File: config.mk
export PLATFORM = sky130hd
export DESIGN_NAME = xlat_cache
export DESIGN_NICKNAME = d
export VERILOG_FILES = /design/src/rtl/xlat_cache.sv
export SDC_FILE = /design/constraint.sdc
export NUM_CORES = 1
export LEC_CHECK = 0
export BUFFER_PORTS_ARGS = -buffer_cell sky130_fd_sc_hd__buf_2
export CAP_MARGIN = 20
export CORE_MARGIN = 5
export CORE_UTILIZATION = 60
export DETAILED_ROUTE_END_ITERATION = 8
export PLACE_DENSITY = 0.91
export SLEW_MARGIN = 20
export SYNTH_ARGS = -nofsm -noshare
export SYNTH_HDL_FRONTEND = slang
export SYNTH_SLANG_ARGS = --single-unit
export TNS_END_PERCENT = 1
File: constraint.sdc
create_clock -name clk -period 7 [get_ports clk]
set_clock_uncertainty 0.05 [all_clocks]
set_input_delay 1.4 -clock clk [delete_from_list [all_inputs] [get_ports clk]]
set_output_delay 1.4 -clock clk [all_outputs]
set_load 0.01 [all_outputs]
File: src/rtl/xlat_cache.sv
module xlat_cache #(
  parameter int OFS_W   = 12,
  parameter int VPN_W   = 20,
  parameter int PFN_W   = 16,
  parameter int PID_W   = 4,
  parameter int ENTRIES = 8
) (
  input  logic                   clk,
  input  logic                   rst_n,
  input  logic                   flush,
  input  logic                   lk_valid,
  input  logic [VPN_W+OFS_W-1:0] lk_vaddr,
  input  logic                   lk_write,
  input  logic                   lk_user,
  input  logic [PID_W-1:0]       lk_pid,
  output logic [PFN_W+OFS_W-1:0] pa,
  output logic                   hit,
  output logic                   miss,
  output logic                   pg_fault,
  output logic                   prot_fault,
  output logic                   walk_req,
  output logic [VPN_W-1:0]       walk_vpn,
  output logic [PID_W-1:0]       walk_pid,
  input  logic                   fill_valid,
  input  logic [VPN_W-1:0]       fill_vpn,
  input  logic [PID_W-1:0]       fill_pid,
  input  logic                   fill_present,
  input  logic                   fill_rd,
  input  logic                   fill_wr,
  input  logic                   fill_sup,
  input  logic [PFN_W-1:0]       fill_pfn
);
  localparam int VA_W  = VPN_W + OFS_W;
  localparam int IDX_W = (ENTRIES > 1) ? $clog2(ENTRIES) : 1;
  localparam logic [IDX_W-1:0] LAST = IDX_W'(ENTRIES - 1);

  logic [ENTRIES-1:0] occ, pres, prd, pwr, psup;
  logic [VPN_W-1:0]   tag_vpn [ENTRIES];
  logic [PID_W-1:0]   tag_pid [ENTRIES];
  logic [PFN_W-1:0]   frame   [ENTRIES];
  logic [IDX_W-1:0]   victim;

  logic [VPN_W-1:0]   req_vpn;
  logic [ENTRIES-1:0] lk_match, fl_match;

  assign req_vpn = lk_vaddr[VA_W-1:OFS_W];

  for (genvar i = 0; i < ENTRIES; i++) begin : g_cmp
    assign lk_match[i] = occ[i] && tag_vpn[i] == req_vpn  && tag_pid[i] == lk_pid;
    assign fl_match[i] = occ[i] && tag_vpn[i] == fill_vpn && tag_pid[i] == fill_pid;
  end

  logic             sel_pres, sel_rd, sel_wr, sel_sup;
  logic [PFN_W-1:0] sel_pfn;
  logic [IDX_W-1:0] upd_idx;

  always_comb begin
    sel_pres = 1'b0; sel_rd = 1'b0; sel_wr = 1'b0; sel_sup = 1'b0;
    sel_pfn  = '0;
    upd_idx  = '0;
    for (int i = 0; i < ENTRIES; i++) begin
      if (lk_match[i]) begin
        sel_pres = sel_pres | pres[i];
        sel_rd   = sel_rd   | prd[i];
        sel_wr   = sel_wr   | pwr[i];
        sel_sup  = sel_sup  | psup[i];
        sel_pfn  = sel_pfn  | frame[i];
      end
      if (fl_match[i]) upd_idx = upd_idx | IDX_W'(i);
    end
  end

  logic found, allowed;
  assign found      = |lk_match;
  assign allowed    = (lk_write ? sel_wr : sel_rd) && !(sel_sup && lk_user);
  assign miss       = lk_valid && !found;
  assign pg_fault   = lk_valid && found && !sel_pres;
  assign prot_fault = lk_valid && found && sel_pres && !allowed;
  assign hit        = lk_valid && found && sel_pres && allowed;
  assign pa         = hit ? {sel_pfn, lk_vaddr[OFS_W-1:0]} : '0;
  assign walk_req   = miss;
  assign walk_vpn   = miss ? req_vpn : '0;
  assign walk_pid   = miss ? lk_pid  : '0;

  logic             in_place;
  logic [IDX_W-1:0] wr_idx;
  assign in_place = |fl_match;
  assign wr_idx   = in_place ? upd_idx : victim;

  always_ff @(posedge clk) begin
    if (!rst_n || flush) begin
      occ    <= '0;
      victim <= '0;
    end else if (fill_valid) begin
      occ[wr_idx] <= 1'b1;
      if (!in_place) victim <= (victim == LAST) ? '0 : victim + 1'b1;
    end
  end

  always_ff @(posedge clk) begin
    if (fill_valid && !flush) begin
      tag_vpn[wr_idx] <= fill_vpn;
      tag_pid[wr_idx] <= fill_pid;
      frame[wr_idx]   <= fill_pfn;
      pres[wr_idx]    <= fill_present;
      prd[wr_idx]     <= fill_rd;
      pwr[wr_idx]     <= fill_wr;
      psup[wr_idx]    <= fill_sup;
    end
  end
endmodule

**Word level (Yosys, flattened, before mapping)**

Memories as Yosys holds them, arrays and structs flattened.
Index checks and enable logic that the tools add are counted.
W data, S select, Z words.

- Mux-type cells: 61
- Order comparisons: 2
- Bitwise gates (word level): 37
- Reductions and logical operators: 52
- Equal/unequal tests: 33
- $add $sub $neg: 1

Operators with widths:

| kind | number |
|---|---|
| $eq A20 B20 Y1 | 16 |
| $mux W16 | 8 |
| $or A16 B16 Y16 | 7 |
| $eq A4 B4 Y1 | 16 |
| $logic_and A1 B1 Y1 | 42 |
| $mux W1 | 37 |
| $bwmux W8 | 4 |
| $mux W28 | 1 |
| $or A1 B1 Y1 | 28 |
| $mux W20 | 1 |
| $mux W3 | 6 |
| $reduce_or A8 Y1 | 2 |
| $or A8 B8 Y8 | 1 |
| $logic_not A1 Y1 | 6 |
| $lt A3 B4 Y1 const B | 1 |
| $mux W2 | 2 |
| $mux W4 | 1 |
| $add A3 B1 Y3 const B | 1 |
| $demux W1 S3 | 1 |
| $eq A3 B3 Y1 const B | 1 |
| $ge A3 B1 Y1 const B | 1 |
| $reduce_and A2 Y1 | 1 |
| $logic_or A1 B1 Y1 | 1 |
| $not A1 Y1 | 1 |

- Bits of input ports: 87
- Memories kept: 3
- Word-level logic and storage cells: 195
- Bits in registers: 43
- Bits in writable memories: 320

Memories:

| name | depth | bits a word | rd ports | clocked after Yosys merged registers in | write ports | line | RTL |
|---|---|---|---|---|---|---|---|
| tag_vpn | 8 | 20 | 8 | 0 | 1 | 38 | `logic [VPN_W-1:0] tag_vpn [ENTRIES];` |
| frame | 8 | 16 | 8 | 0 | 1 | 40 | `logic [PFN_W-1:0] frame [ENTRIES];` |
| tag_pid | 8 | 4 | 8 | 0 | 1 | 39 | `logic [PID_W-1:0] tag_pid [ENTRIES];` |

**Logic depth before layout (Yosys ltp)**

Gate-level depths: netlist of the first run.
An unclocked memory read counts as a cell.

- Depth after elaboration: 24
- Gate-level depth with buffers: 11
- Depth with buffers taken out: 8

**Least setup slack after synthesis of the first run**

Ideal clock, no wire load.

- Path kind: input port to flip-flop
- From: input port fill_vpn[14]
- To: memory frame[6][0] (enable)
- Library setup time: 500 ps
- Path slack: 431 ps
- Data required time: 6450 ps
- Path buffers: 1
- Cell stages on the path: 9
- Data arrival time: 6019 ps
- Cell sequence: buf_2 > xnor2_1 > nand4_1 > nor4_1 > a22oi_1 > nand4_1 > o21ai_0 > or3_1 > nor3_1

- Longest elaborated chain between the ends: 11

Ends and longest elaborated chain:

| item | line | RTL |
|---|---|---|
| from (decl) | 25 | `input logic [VPN_W-1:0] fill_vpn,` |
| $eq A20 B20 Y1 | 50 | `assign fl_match[i] = occ[i] && tag_vpn[i] == fill_vpn && tag_pid[i] == fill_pid;` |
| $logic_and A1 B1 Y1 (2 in a row) | 50 |  |
| $mux W1 | 69 | `if (fl_match[i]) upd_idx = upd_idx \| IDX_W'(i);` |
| $mux W2 (2 in a row) | 69 |  |
| $mux W3 (4 in a row) | 69 |  |
| $mux W3 * | 88 | `assign wr_idx = in_place ? upd_idx : victim;` |
| to (decl) | 40 |  |

Mark *: on every way between the ends. The rest lies on a longest branch, timed or not.

**Final worst setup path of the first run**

- From: input port lk_vaddr[31]
- To: output port pa[26]

- Longest elaborated chain between the ends: 23

Ends and longest elaborated chain:

| item | line | RTL |
|---|---|---|
| from (decl) | 12 | `input logic [VPN_W+OFS_W-1:0] lk_vaddr,` |
| $eq A20 B20 Y1 | 49 | `assign lk_match[i] = occ[i] && tag_vpn[i] == req_vpn && tag_pid[i] == lk_pid;` |
| $logic_and A1 B1 Y1 (2 in a row) | 49 |  |
| $mux W1 | 62 | `if (lk_match[i]) begin` |
| $or A1 B1 Y1 | 66 | `sel_sup = sel_sup \| psup[i];` |
| $mux W1 | 62 |  |
| $or A1 B1 Y1 | 66 |  |
| $mux W1 | 62 |  |
| $or A1 B1 Y1 | 66 |  |
| (+6 left out) | -- |  |
| $mux W1 | 62 |  |
| $or A1 B1 Y1 | 66 |  |
| $mux W1 | 62 |  |
| $logic_and A1 B1 Y1 | 75 | `assign allowed = (lk_write ? sel_wr : sel_rd) && !(sel_sup && lk_user);` |
| $logic_not A1 Y1 | 75 |  |
| $logic_and A1 B1 Y1 | 75 |  |
| $logic_and A1 B1 Y1 | 79 | `assign hit = lk_valid && found && sel_pres && allowed;` |
| $mux W28 * | 80 | `assign pa = hit ? {sel_pfn, lk_vaddr[OFS_W-1:0]} : '0;` |
| to (decl) | 16 | `output logic [PFN_W+OFS_W-1:0] pa,` |

Marked as above.

==> results of run 1 <==
[layer usage]
layer / GRT usage [%] / share of wire [%] / routed length (um) / vias to the layer above
met2: 47.9 / 44 / 22800 / 908
met4: 9.08 / 3.2 / 1660 / 0
met3: 10.2 / 14 / 7040 / 107
li1: - / - / - / 4693
met5: 0 / 0 / 0 / -
met1: 45.1 / 39 / 19700 / 5447
[per-stage QoR]
stage                     hold WS, ns  instances  setup slack [ns]  cell area (um^2)  power, mW
after floorplan                 0.396       1193             0.431             17100       2.65
after CTS                       0.454       1733             0.729             19400       4.68
after global placement          0.415       1663             0.882             18200       2.77
after global routing            0.478       1735             0.584             19400       4.81
after detailed placement        0.430       1663             0.756             18200       2.78
final                           0.459       1735             0.654             19400       4.69
[worst paths after layout]
path | cells after the start | start | slack [ns] | endpoint
worst max-delay path | 11 | lk_vaddr[31] | 0.65 | pa[26]
worst min-delay path | 2 | occ[5] | 0.46 | occ[5]
worst max register to register | 9 | tag_vpn[0][15] | 2.35 | tag_pid[2][2]
worst min register to register | 2 | occ[5] | 0.46 | occ[5]
[where the power goes]
| part | switching [mW] | internal [mW] |
|---|---|---|
| clock | 0.810 | 1.13 |
| sequential | 0.0109 | 2.40 |
| combinational | 0.220 | 0.114 |
[cells by family (layout without fill, tap and decap cells)]
kind of cell | after synthesis | in the layout | share of synthesized area [%]
xor gates and xnor gates | 384 | 384 | 19.6
adders and majority gates | 2 | 2 | 0.146
buffers and inverters | 89 | 252 | 2.87
muxes | 3 | 3 | 0.175
and+or+nand+nor | 242 | 242 | 8.42
DFF | 363 | 363 | 63.0
AOI/OAI and AO/OA | 110 | 110 | 5.77
other | 0 | 1 | 0
[synth_stat cells (all sizes together)]
master / number
nand4: 69
and2: 29
nor2b: 2
xnor2: 310
nand3b: 1
a222oi: 2
a221oi: 17
o221ai: 1
buf: 67
nor4b: 1
or4: 2
nor3: 34
dfxtp: 11
mux2i: 3
a311o: 1
xor2: 74
a22oi: 41
nor4: 30
clkbuf: 8
nand3: 27
nand2b: 4
o21ai: 9
a22o: 19
and3: 1
nor2: 11
a31oi: 1
nand2: 29
and4: 1
o31ai: 1
a21o: 1
edfxtp: 352
ha: 2
or3: 1
inv: 14
a311oi: 17
[layout by cell type, fill, tap and decap left out, types with 4 or more instances in the layout]
cell type and count:
edfxtp_1 352, xnor2_1 310, buf_2 143, xor2_1 74, nand4_1 69, clkbuf_16 41
a22oi_1 40, nand2_1 29, and2_1 29, nand3_1 27, nor4_1 24, buf_4 20
a22o_1 19, nor3_1 17, a221oi_1 17, nor3_2 16, a311oi_2 16, inv_1 14
clkbuf_1 14, dfxtp_1 11, o21ai_0 9, nor2_1 7, clkinv_2 6, nand2b_1 4
nor2_4 4, nor4_4 4, clkinv_1 4, buf_12 4
[critical path, stage by stage]
cell and delay, ns:
buf_2 0.38, xor2_1 0.12, nor4_1 0.56, nand3_1 0.20, nor4_4 0.35, buf_4 0.34, or4_1 0.22, nor2_1 0.08
a311o_2 0.68, a311oi_2 0.34, buf_2 0.20
[flip-flops by register name, summed over array words and instances (netlist names)]
signal / flops
tag_vpn: 160
frame: 128
tag_pid: 32
occ: 8
prd: 8
pres: 8
psup: 8
pwr: 8
victim: 3
[final cells by class]
cell class	count	area, um^2	share of cell area [%]
Clock buffer	57	1110	5.69
Inverter	14	52.6	0.270
Timing Repair Buffer	168	973	5.00
Sequential cell	363	10800	55.5
Tap cell	378	473	2.43
Multi-Input combinational cell	741	5960	30.6
Antenna cell	1	2.50	0.0129
Clock inverter	13	92.6	0.476
==> summary.md, run 1 <==
| Metric | Value |
|---|---|
| H-tree Lvls | `2` |
| DR vias | `between 10000 and 15000` |
| Die span in x | `approximately 180 um` |
| Sequential element share of the synthesized area | `63.0%` |
| CP Max Fanout | `30` |
| Pwr/cell area | `241 nW/um^2` |
| Core Util, Final | `a little over two thirds` |
| Root buffer cell | `clkbuf_16` |
| DRC | `0` |
| DIE HEIGHT | `between 150 and 200 um` |
| Routed WL | `between 50000 and 60000 um` |
| GRT Overall Usage | `31.9%` |
| CP Capture Type | `output pin` |
| Starting density of the core | `about three fifths` |
| Syn avg cell area | `around 14 um^2` |
| DR WL/cell | `29.5 um` |
| PortBufs | `about 140` |
| Kind of critical path | `input pin to output pin` |
| Yosys top cell area share | `61.7%` |
| Clock Sinks | `363` |
| GRT Residual Overflow | `0` |
| DRT iter0 DRCs | `~1900` |
| Min Tclk post-route | `6.35 ns` |
| Final setup vio count | `0` |
| Net Count, Synth | `~1300` |
| Post-CTS Setup Repair Bufs | `0` |
| Cell variety after synth | `between 40 and 50` |
| CTS buffer count | `38` |
| Layout cells sized above 1 | `19.6%` |
| Max-slew violations | `0` |
| Max Cap Viol | `0` |
| Synth-to-Final Area Change | `13.5%` |
| Antenna viol nets, final | `0` |
| Hold Crit Class | `flop to flop` |
| Area of the core | `~28000 um^2` |
| Vias in the first global route | `10700` |
| Post-CTS Hold Buffers | `0` |
| Cell area after synthesis | `between 15000 and 20000 um^2` |
| Max Clk Rate | `158 MHz` |
| Row Count | `between 60 and 70` |
| Synth area leader | `edfxtp_1` |
| Status | `finished, final reports clean` |
| Largest net degree at the start of global routing | `38` |
| Clock transition at path regs | `roughly 0.06 ns` |
| GP Congestion | `~1.0` |
| Slew HR | `about a fifth` |
| Dominant cells by area after synthesis | `edfxtp_1 (62%), xnor2_1 (16%), xor2_1 (3.8%)` |
| CTS resizes | `0` |
| Final hold vios | `0` |
| Clk_lat worst skew | `roughly 0.52 ns` |
| Synth Warn # | `0` |
| Critical Path Source Type | `input pin` |
| FILL cells | `1892` |
| HPWL Detailed | `35600 um` |
| Period utilization | `between 90% and 100%` |
| Worst-Margin Slew | `1.20 ns` |
| Top Ports | `roughly 140` |
| P_leak | `between 6 and 7 nW` |
| Die footprint | `32000 um^2` |
| Drt via density | `about 6.4` |
| Critical Path AT | `between 4 and 5 ns` |
| Req. time, crit path | `5.55 ns` |
| CTS tree | `yes` |
| Drt pass-1 iters | `6` |
| Seq cells post-synth | `about 360` |
| Final-stage net count | `1415` |
| First-pass GRT wire length | `73000 um` |
| Clock Path Buffers | `3` |
| Max VDD drop | `205 uV` |
| Initial antenna violation count | `1` |
| Setup TNS | `0 ns` |
| RSZ-0062 raised after global routing | `false` |
| Gate Count Post-Synth | `around 1200` |
No activity file was read; power rests on OpenSTA's default activity.
==> inputs of run 2 (changes only) <==
--- a/config.mk
+++ b/config.mk
@@ -10,5 +10,7 @@
 export CORE_MARGIN = 5
-export CORE_UTILIZATION = 60
+export CORE_UTILIZATION = 62
+export CTS_BUF_LIST = sky130_fd_sc_hd__clkbuf_2 sky130_fd_sc_hd__clkbuf_4 sky130_fd_sc_hd__clkbuf_8
 export DETAILED_ROUTE_END_ITERATION = 8
-export PLACE_DENSITY = 0.91
+export PLACE_DENSITY = 0.93
+export REMOVE_ABC_BUFFERS = 1
 export SLEW_MARGIN = 20
--- a/constraint.sdc
+++ b/constraint.sdc
@@ -4,2 +4,2 @@
 set_output_delay 1.4 -clock clk [all_outputs]
-set_load 0.01 [all_outputs]
+set_load 0.005 [all_outputs]
==> run 2 against run 1 <==
Compared with the run above:
- setup slack better by 0.12 ns
- clock-buffer cell count is 18 higher
- via count is 1.0% higher
- largest power group unchanged
- critical endpoint is now pa[27]
- total power is 5.2% lower
- cell area is 1.1% lower
- combinational power is 3% lower
- maximum frequency is 1.9% higher
- non-clock buffer count is 2 lower
- global-route usage is 0.58 points higher
- largest cell class unchanged
- highest routed layer unchanged
- register-to-register slack better by 0.28 ns
- clock power is 12% lower
==> summary.md, run 2 (same netlist as run 1, synthesis figures left out) <==
| Metric | Value |
|---|---|
| Synth-to-Final Area Change | `12.2%` |
| Layout cells sized above 1 | `21.5% (+1.9 points)` |
| First-pass GRT wire length | `73800 um (+1.1%)` |
| Top Ports | `144 (unchanged)` |
| Worst-Margin Slew | `1.16 ns (-0.0345 ns)` |
| Max Clk Rate | `161 MHz (+1.9%)` |
| Hold Crit Class | `flop to flop` |
| N_diodes | `0 (-1)` |
| DR vias | `11300 (+1.0%)` |
| H-tree Lvls | `2 (unchanged)` |
| Routed WL | `50600 um (-1.2%)` |
| Min Tclk post-route | `6.22 ns (-0.121 ns)` |
| Max Cap Viol | `0 (unchanged)` |
| DRC | `0 (unchanged)` |
| Req. time, crit path | `5.55 ns (about the same)` |
| GRT Overall Usage | `32.5% (+0.58 points)` |
| CP Capture Type | `output pin` |
| GRT Residual Overflow | `0 (unchanged)` |
| CTS resizes | `0 (unchanged)` |
| Starting density of the core | `63.2% (+2.1 points)` |
| Final setup vio count | `0 (unchanged)` |
| FILL cells | `1790 (-5.4%)` |
| Critical Path Source Type | `input pin` |
| DR WL/cell | `28.7 um (-2.6%)` |
| Clock transition at path regs | `0.06 ns (about the same)` |
| Antenna viol nets, final | `0 (unchanged)` |
| Post-CTS Hold Buffers | `0 (unchanged)` |
| Die footprint | `31100 um^2 (-3.0%)` |
| PortBufs | `143 (unchanged)` |
| Storage element area | `10800 um^2 (unchanged)` |
| CTS tree | `yes` |
| Vias in the first global route | `11100 (+4.2%)` |
| CP Max Fanout | `30 (unchanged)` |
| Clk_lat worst skew | `0.60 ns (+0.08 ns)` |
| Max VDD drop | `187 uV (-8.8%)` |
| Largest net degree at the start of global routing | `45 (+18%)` |
| P_leak | `6.11 nW (-0.81%)` |
| Commonest non-fill, non-tap cells in the layout | `edfxtp_1 (352), xnor2_1 (310), buf_2 (143)` |
| Most common cell after layout, fill and taps aside | `edfxtp_1` |
| Drt via density | `6.40 (-0.42%)` |
| Final hold vios | `0 (unchanged)` |
| Multi-input logic area | `5950 um^2 (-0.21%)` |
| Critical Path AT | `4.77 ns (-0.13 ns)` |
| RSZ-0062 raised after global routing | `false` |
| Status | `finished, final reports clean` |
| Pwr/cell area | `231 nW/um^2 (-4.1%)` |
| DIE HEIGHT | `176 um (-1.5%)` |
| Max reg flops | `160 (unchanged)` |
| Max-slew violations | `0 (unchanged)` |
| Clock Sinks | `363 (unchanged)` |
| Period utilization | `88.9% (-1.7 points)` |
| Clock Path Buffers | `3 (unchanged)` |
| Initial antenna violation count | `0 (-1)` |
| Area of the core | `27100 um^2 (-3.2%)` |
| Die span in x | `176 um (-1.5%)` |
| Drt pass-1 iters | `5 (-1)` |
| Post-CTS Setup Repair Bufs | `0 (unchanged)` |
| Final-stage net count | `1432 (+1.2%)` |
| Root buffer cell | `clkbuf_8` |
| HPWL Detailed | `33900 um (-4.6%)` |
| Row Count | `60 (-1.6%)` |
| Biggest regs | `tag_vpn x160, frame x128, tag_pid x32` |
| Slew HR | `22.6% (+3.0 points)` |
| Largest reg by FF count | `tag_vpn` |
| Setup TNS | `0 ns (unchanged)` |
| Kind of critical path | `input pin to output pin` |
| CTS buffer count | `57 (+50%)` |
| Place WS | `0.873 ns (+0.117 ns)` |
| DRT iter0 DRCs | `1561 (-19%)` |
| GP Congestion | `1.01 (-2.9%)` |
| Worst setup margin | `0.775 ns (+0.121 ns)` |
-- run 2: cell types whose count changed in the layout (fill, tap and decap cells not counted), sizes merged --
| cell | change |
|---|---|
| buf | -2 |
| clkbuf | +18 |
| clkinv | +14 |
| diode | -1 |
| clkinvlp | +2 |
-- run 2: cell type report --
type / count / share of cell area, %
clock buffers: 75 / 4.78
clock inverters: 29 / 0.852
inverters: 14 / 0.273
multi-input cells: 741 / 30.9
flip-flops and latches: 363 / 56.1
well taps: 372 / 2.42
repair buffers: 166 / 4.62
-- run 2: routing by layer --
layer / global-route usage [%] / share of wire, % / routed length [um]
met2: 48.1 / 45 / 22600
met1: 47.0 / 38 / 19200
met3: 9.46 / 14 / 7280
met5: 0 / 0 / 0
met4: 10.1 / 2.9 / 1480
-- run 2: where the power goes --
group          switching, mW  total [mW]  internal [mW]  leakage (nW)
clock network          0.813        1.71          0.894         0.571
registers             0.0111        2.41           2.40          3.27
logic                  0.215       0.325          0.110          2.27
total                   1.04        4.45           3.41          6.11
-- run 2: through the flow --
stage          hold slack (ns)  util, %  area [um^2]  cells  power (mW)
3_5_place_dp             0.428     66.9        18100   1656        2.77
3_3_place_gp             0.424     66.9        18100   1656        2.77
6_report                 0.449     70.9        19200   1760        4.45
5_1_grt                  0.464     70.9        19200   1760        4.58
4_1_cts                  0.447     70.9        19200   1760        4.45
2_1_floorplan            0.396        -        16700   1118        2.59
-- run 2: final timing paths --
kind                  startpoint             to  slack [ns]  cells after the start
setup / recovery    lk_vaddr[29]         pa[27]        0.78                     10
hold / removal            occ[5]         occ[5]        0.45                      2
setup reg to reg  tag_vpn[4][14]  tag_pid[2][1]        2.63                      9
hold reg to reg           occ[5]         occ[5]        0.45                      2
-- run 2: critical path, stage by stage --
cell and delay (ns):
buf_2 0.39, xnor2_1 0.22, nand4_1 0.14, nor4_1 0.67
and2_1 0.38, or4_1 0.21, nor2_1 0.07, a311o_2 0.68
a311oi_2 0.41, buf_2 0.18
==> inputs of run 3 (changes only) <==
- clock period: 7 -> 5.95 ns (I/O delays scaled with it)
==> run 3 against run 2 <==
Compared with the run above:
- the flow now finishes with violations (setup timing)
- first-iteration DRC count grew 21%
- flip-flop and latch count is the same
- setup slack worse by 0.83 ns
- critical path type unchanged
==> summary.md, run 3 (same netlist as run 1, synthesis figures left out) <==
| Metric | Value |
|---|---|
| Status | `finished, violations left` |
| Failing checks | `setup timing` |
| Max Clk Rate | `between 150 and 200 MHz` |
| DRT iter0 DRCs | `1883 (+21%)` |
| CP Capture Type | `output pin` |
| Routed WL | `50700 um (+0.27%)` |
| Slew HR | `26.5% (+3.9 points)` |
| Initial antenna violation count | `2 (+2)` |
| Cell family with most CP delay | `simple AND/OR/NAND/NOR gates` |
| Clk_lat worst skew | `0.61 ns (about the same)` |
| Worst setup margin | `-0.0577 ns (-0.833 ns)` |
| First-pass GRT wire length | `73800 um (about the same)` |
| Min Tclk post-route | `6.01 ns` |
| CTS tree | `yes` |
| Req. time, crit path | `4.71 ns (-0.84 ns)` |
| Switching power | `1.26 mW (+21%)` |
| Met2 wire length | `22400 um (-0.78%)` |
| Row Count | `60 (unchanged)` |
| Critical path's slowest cell | `nor4_4` |
| DR vias | `11600 (+3.3%)` |
| Synth-to-Final Area Change | `13.6%` |
| DR WL/cell | `28.5 um (-0.69%)` |
| Largest net degree at the start of global routing | `45 (unchanged)` |
| Largest reg by FF count | `tag_vpn` |
| Hold Path Stages | `2 (unchanged)` |
| Die span in x | `176 um (unchanged)` |
| HPWL Detailed | `32100 um (-5.3%)` |
| M1 wire length | `18100 um (-6.0%)` |
| GP Congestion | `1.00 (-1.0%)` |
| Area of the core | `27100 um^2 (unchanged)` |
| CP cell instances | `buf_2 > xor2_1 > nor4_1 > nand3_1 > nor4_4 > a22oi_1 > nand3_1 > o221ai_4 > buf_4 > nor3_2 > buf_2` |
| Placed Area | `18300 um^2 (+0.73%)` |
| Logic pwr share | `7.2% (about the same)` |
| Biggest regs | `tag_vpn x160, frame x128, tag_pid x32` |
| R2R Path End | `frame[4][8]` |
| Max Cap Viol | `0 (unchanged)` |
| Clock Sinks | `363 (unchanged)` |
| Die footprint | `31100 um^2 (unchanged)` |
| R2r worst-path depth | `9 (unchanged)` |
| Post-CTS Setup Repair Bufs | `0 (unchanged)` |
| Hold Crit Class | `flop to flop` |
| Max reg flops | `160 (unchanged)` |
| Starting density of the core | `63.2% (unchanged)` |
| Vias in the first global route | `11500 (+3.3%)` |
| HP Start | `occ[5]` |
| PortBufs | `143 (unchanged)` |
| CP Max Fanout | `23 (-23%)` |
| DIE HEIGHT | `176 um (unchanged)` |
| Root buffer cell | `clkbuf_8` |
| Layout cells sized above 1 | `23.0% (+1.5 points)` |
| Clock transition at path regs | `0.06 ns (about the same)` |
| Top Ports | `144 (unchanged)` |
| Pwr/cell area | `279 nW/um^2 (+21%)` |
| Worst-Margin Slew | `1.10 ns (-0.0579 ns)` |
| Switching part of the total | `23.2% (-0.23 points)` |
| GRT Residual Overflow | `0 (unchanged)` |
| Critical Path Source Type | `input pin` |
| Sequential Power Share | `52.3% (-2.0 points)` |
| Place WS | `0.174 ns (-0.699 ns)` |
| Commonest non-fill, non-tap cells in the layout | `edfxtp_1 (352), xnor2_1 (310), buf_2 (143)` |
| Design Power | `5.43 mW (+22%)` |
| FF-to-FF Start | `tag_vpn[4][19]` |
| Hold EP | `occ[5]` |
| Met3 wire length | `8010 um (+9.9%)` |
| Most common cell after layout, fill and taps aside | `edfxtp_1` |
| Layout Cells excl Fill | `1777 (+0.97%)` |
| Final hold vios | `0 (unchanged)` |
| Max VDD drop | `234 uV (+25%)` |
| Setup TNS | `-0.122 ns (-0.122 ns)` |
| Final-stage net count | `1447 (+1.0%)` |
| RSZ-0062 raised after global routing | `false` |
| GRT Overall Usage | `32.0% (-0.41 points)` |
| # placed instances | `1672 (+0.97%)` |
| Cell area after layout | `19500 um^2 (+1.2%)` |
| Antenna viol nets, final | `0 (unchanged)` |
| DRC | `0 (unchanged)` |
| Hold WS | `0.471 ns (+0.0220 ns)` |
| P_leak | `6.26 nW (+2.5%)` |
| CTS buffer count | `56 (-1.8%)` |
| Worst reg2reg setup slack | `1.92 ns (-0.71 ns)` |
| Clock Path Buffers | `3 (unchanged)` |
| Clock network power share | `40.5% (+2.1 points)` |
| Drt pass-1 iters | `8 (+3)` |
| Kind of critical path | `input pin to output pin` |
| H-tree Lvls | `2 (unchanged)` |
| Core Util, Final | `71.8% (+0.88 points)` |
| Top sig layer | `met5` |
| Critical Path AT | `4.77 ns (about the same)` |
| Max-slew violations | `0 (unchanged)` |
| Pint | `4.17 mW (+22%)` |
| Drt via density | `6.55 (+2.3%)` |
| Slowest stage delay, CP | `0.68 ns (about the same)` |
| Period utilization | `101%` |
| WP buf/inv | `3 (+1)` |
| Final setup vio count | `4 (+4)` |
-- run 3: routing by layer --
metal	track usage [%]	up-vias
li1	-	4758
met1	45.2	5593
met2	47.4	1102
met3	9.87	185
met4	12.0	2
met5	0	-
-- run 3: worst max path at each step --
stage,start,to,slack [ns],cells past startpoint
after floorplan,fill_vpn[2],frame[6][0],-0.20,8
after global placement,lk_vaddr[30],pa[13],0.25,10
after detailed placement,lk_vaddr[30],pa[13],0.17,10
after CTS,lk_vaddr[30],pa[5],0.07,11
after global routing,lk_vaddr[30],pa[5],0.006,11
final,lk_vaddr[30],pa[5],-0.06,11
-- run 3: worst register-to-register path: stages, from the launching register on --
cell and delay, ns:
edfxtp_1 0.43, xnor2_1 0.35, nand4_1 0.20, nor4_1 0.66, nand4_1 0.31, and2_1 0.29, a311oi_1 0.34, nand2b_1 0.23
nor3_2 0.14, buf_4 0.61
-- run 3: timing repair --
item / 4_1_cts / 5_1_grt
setup endpoints to repair: 0 / 2
hold buffers: 0 / 0
resized for setup: 0 / 0
-- run 3: power groups by stage --
stage               Clock [mW]  Combinational [mW]  Sequential (mW)
floorplan                    0               0.162             2.89
CTS                       2.20               0.375             2.84
global placement             0               0.362             2.89
detailed placement           0               0.371             2.89
finish                    2.20               0.390             2.84
global route              2.33               0.401             2.84
-- run 3: layout make-up --
type / instances / area, um^2
diodes: 2 / 5.00
clock buffers: 74 / 943
clock inverters: 29 / 241
fillers: 1627 / 7630
inverters: 14 / 52.6
multi-input cells: 741 / 5950
flip-flops and latches: 363 / 10800
well taps: 372 / 465
repair buffers: 182 / 1020
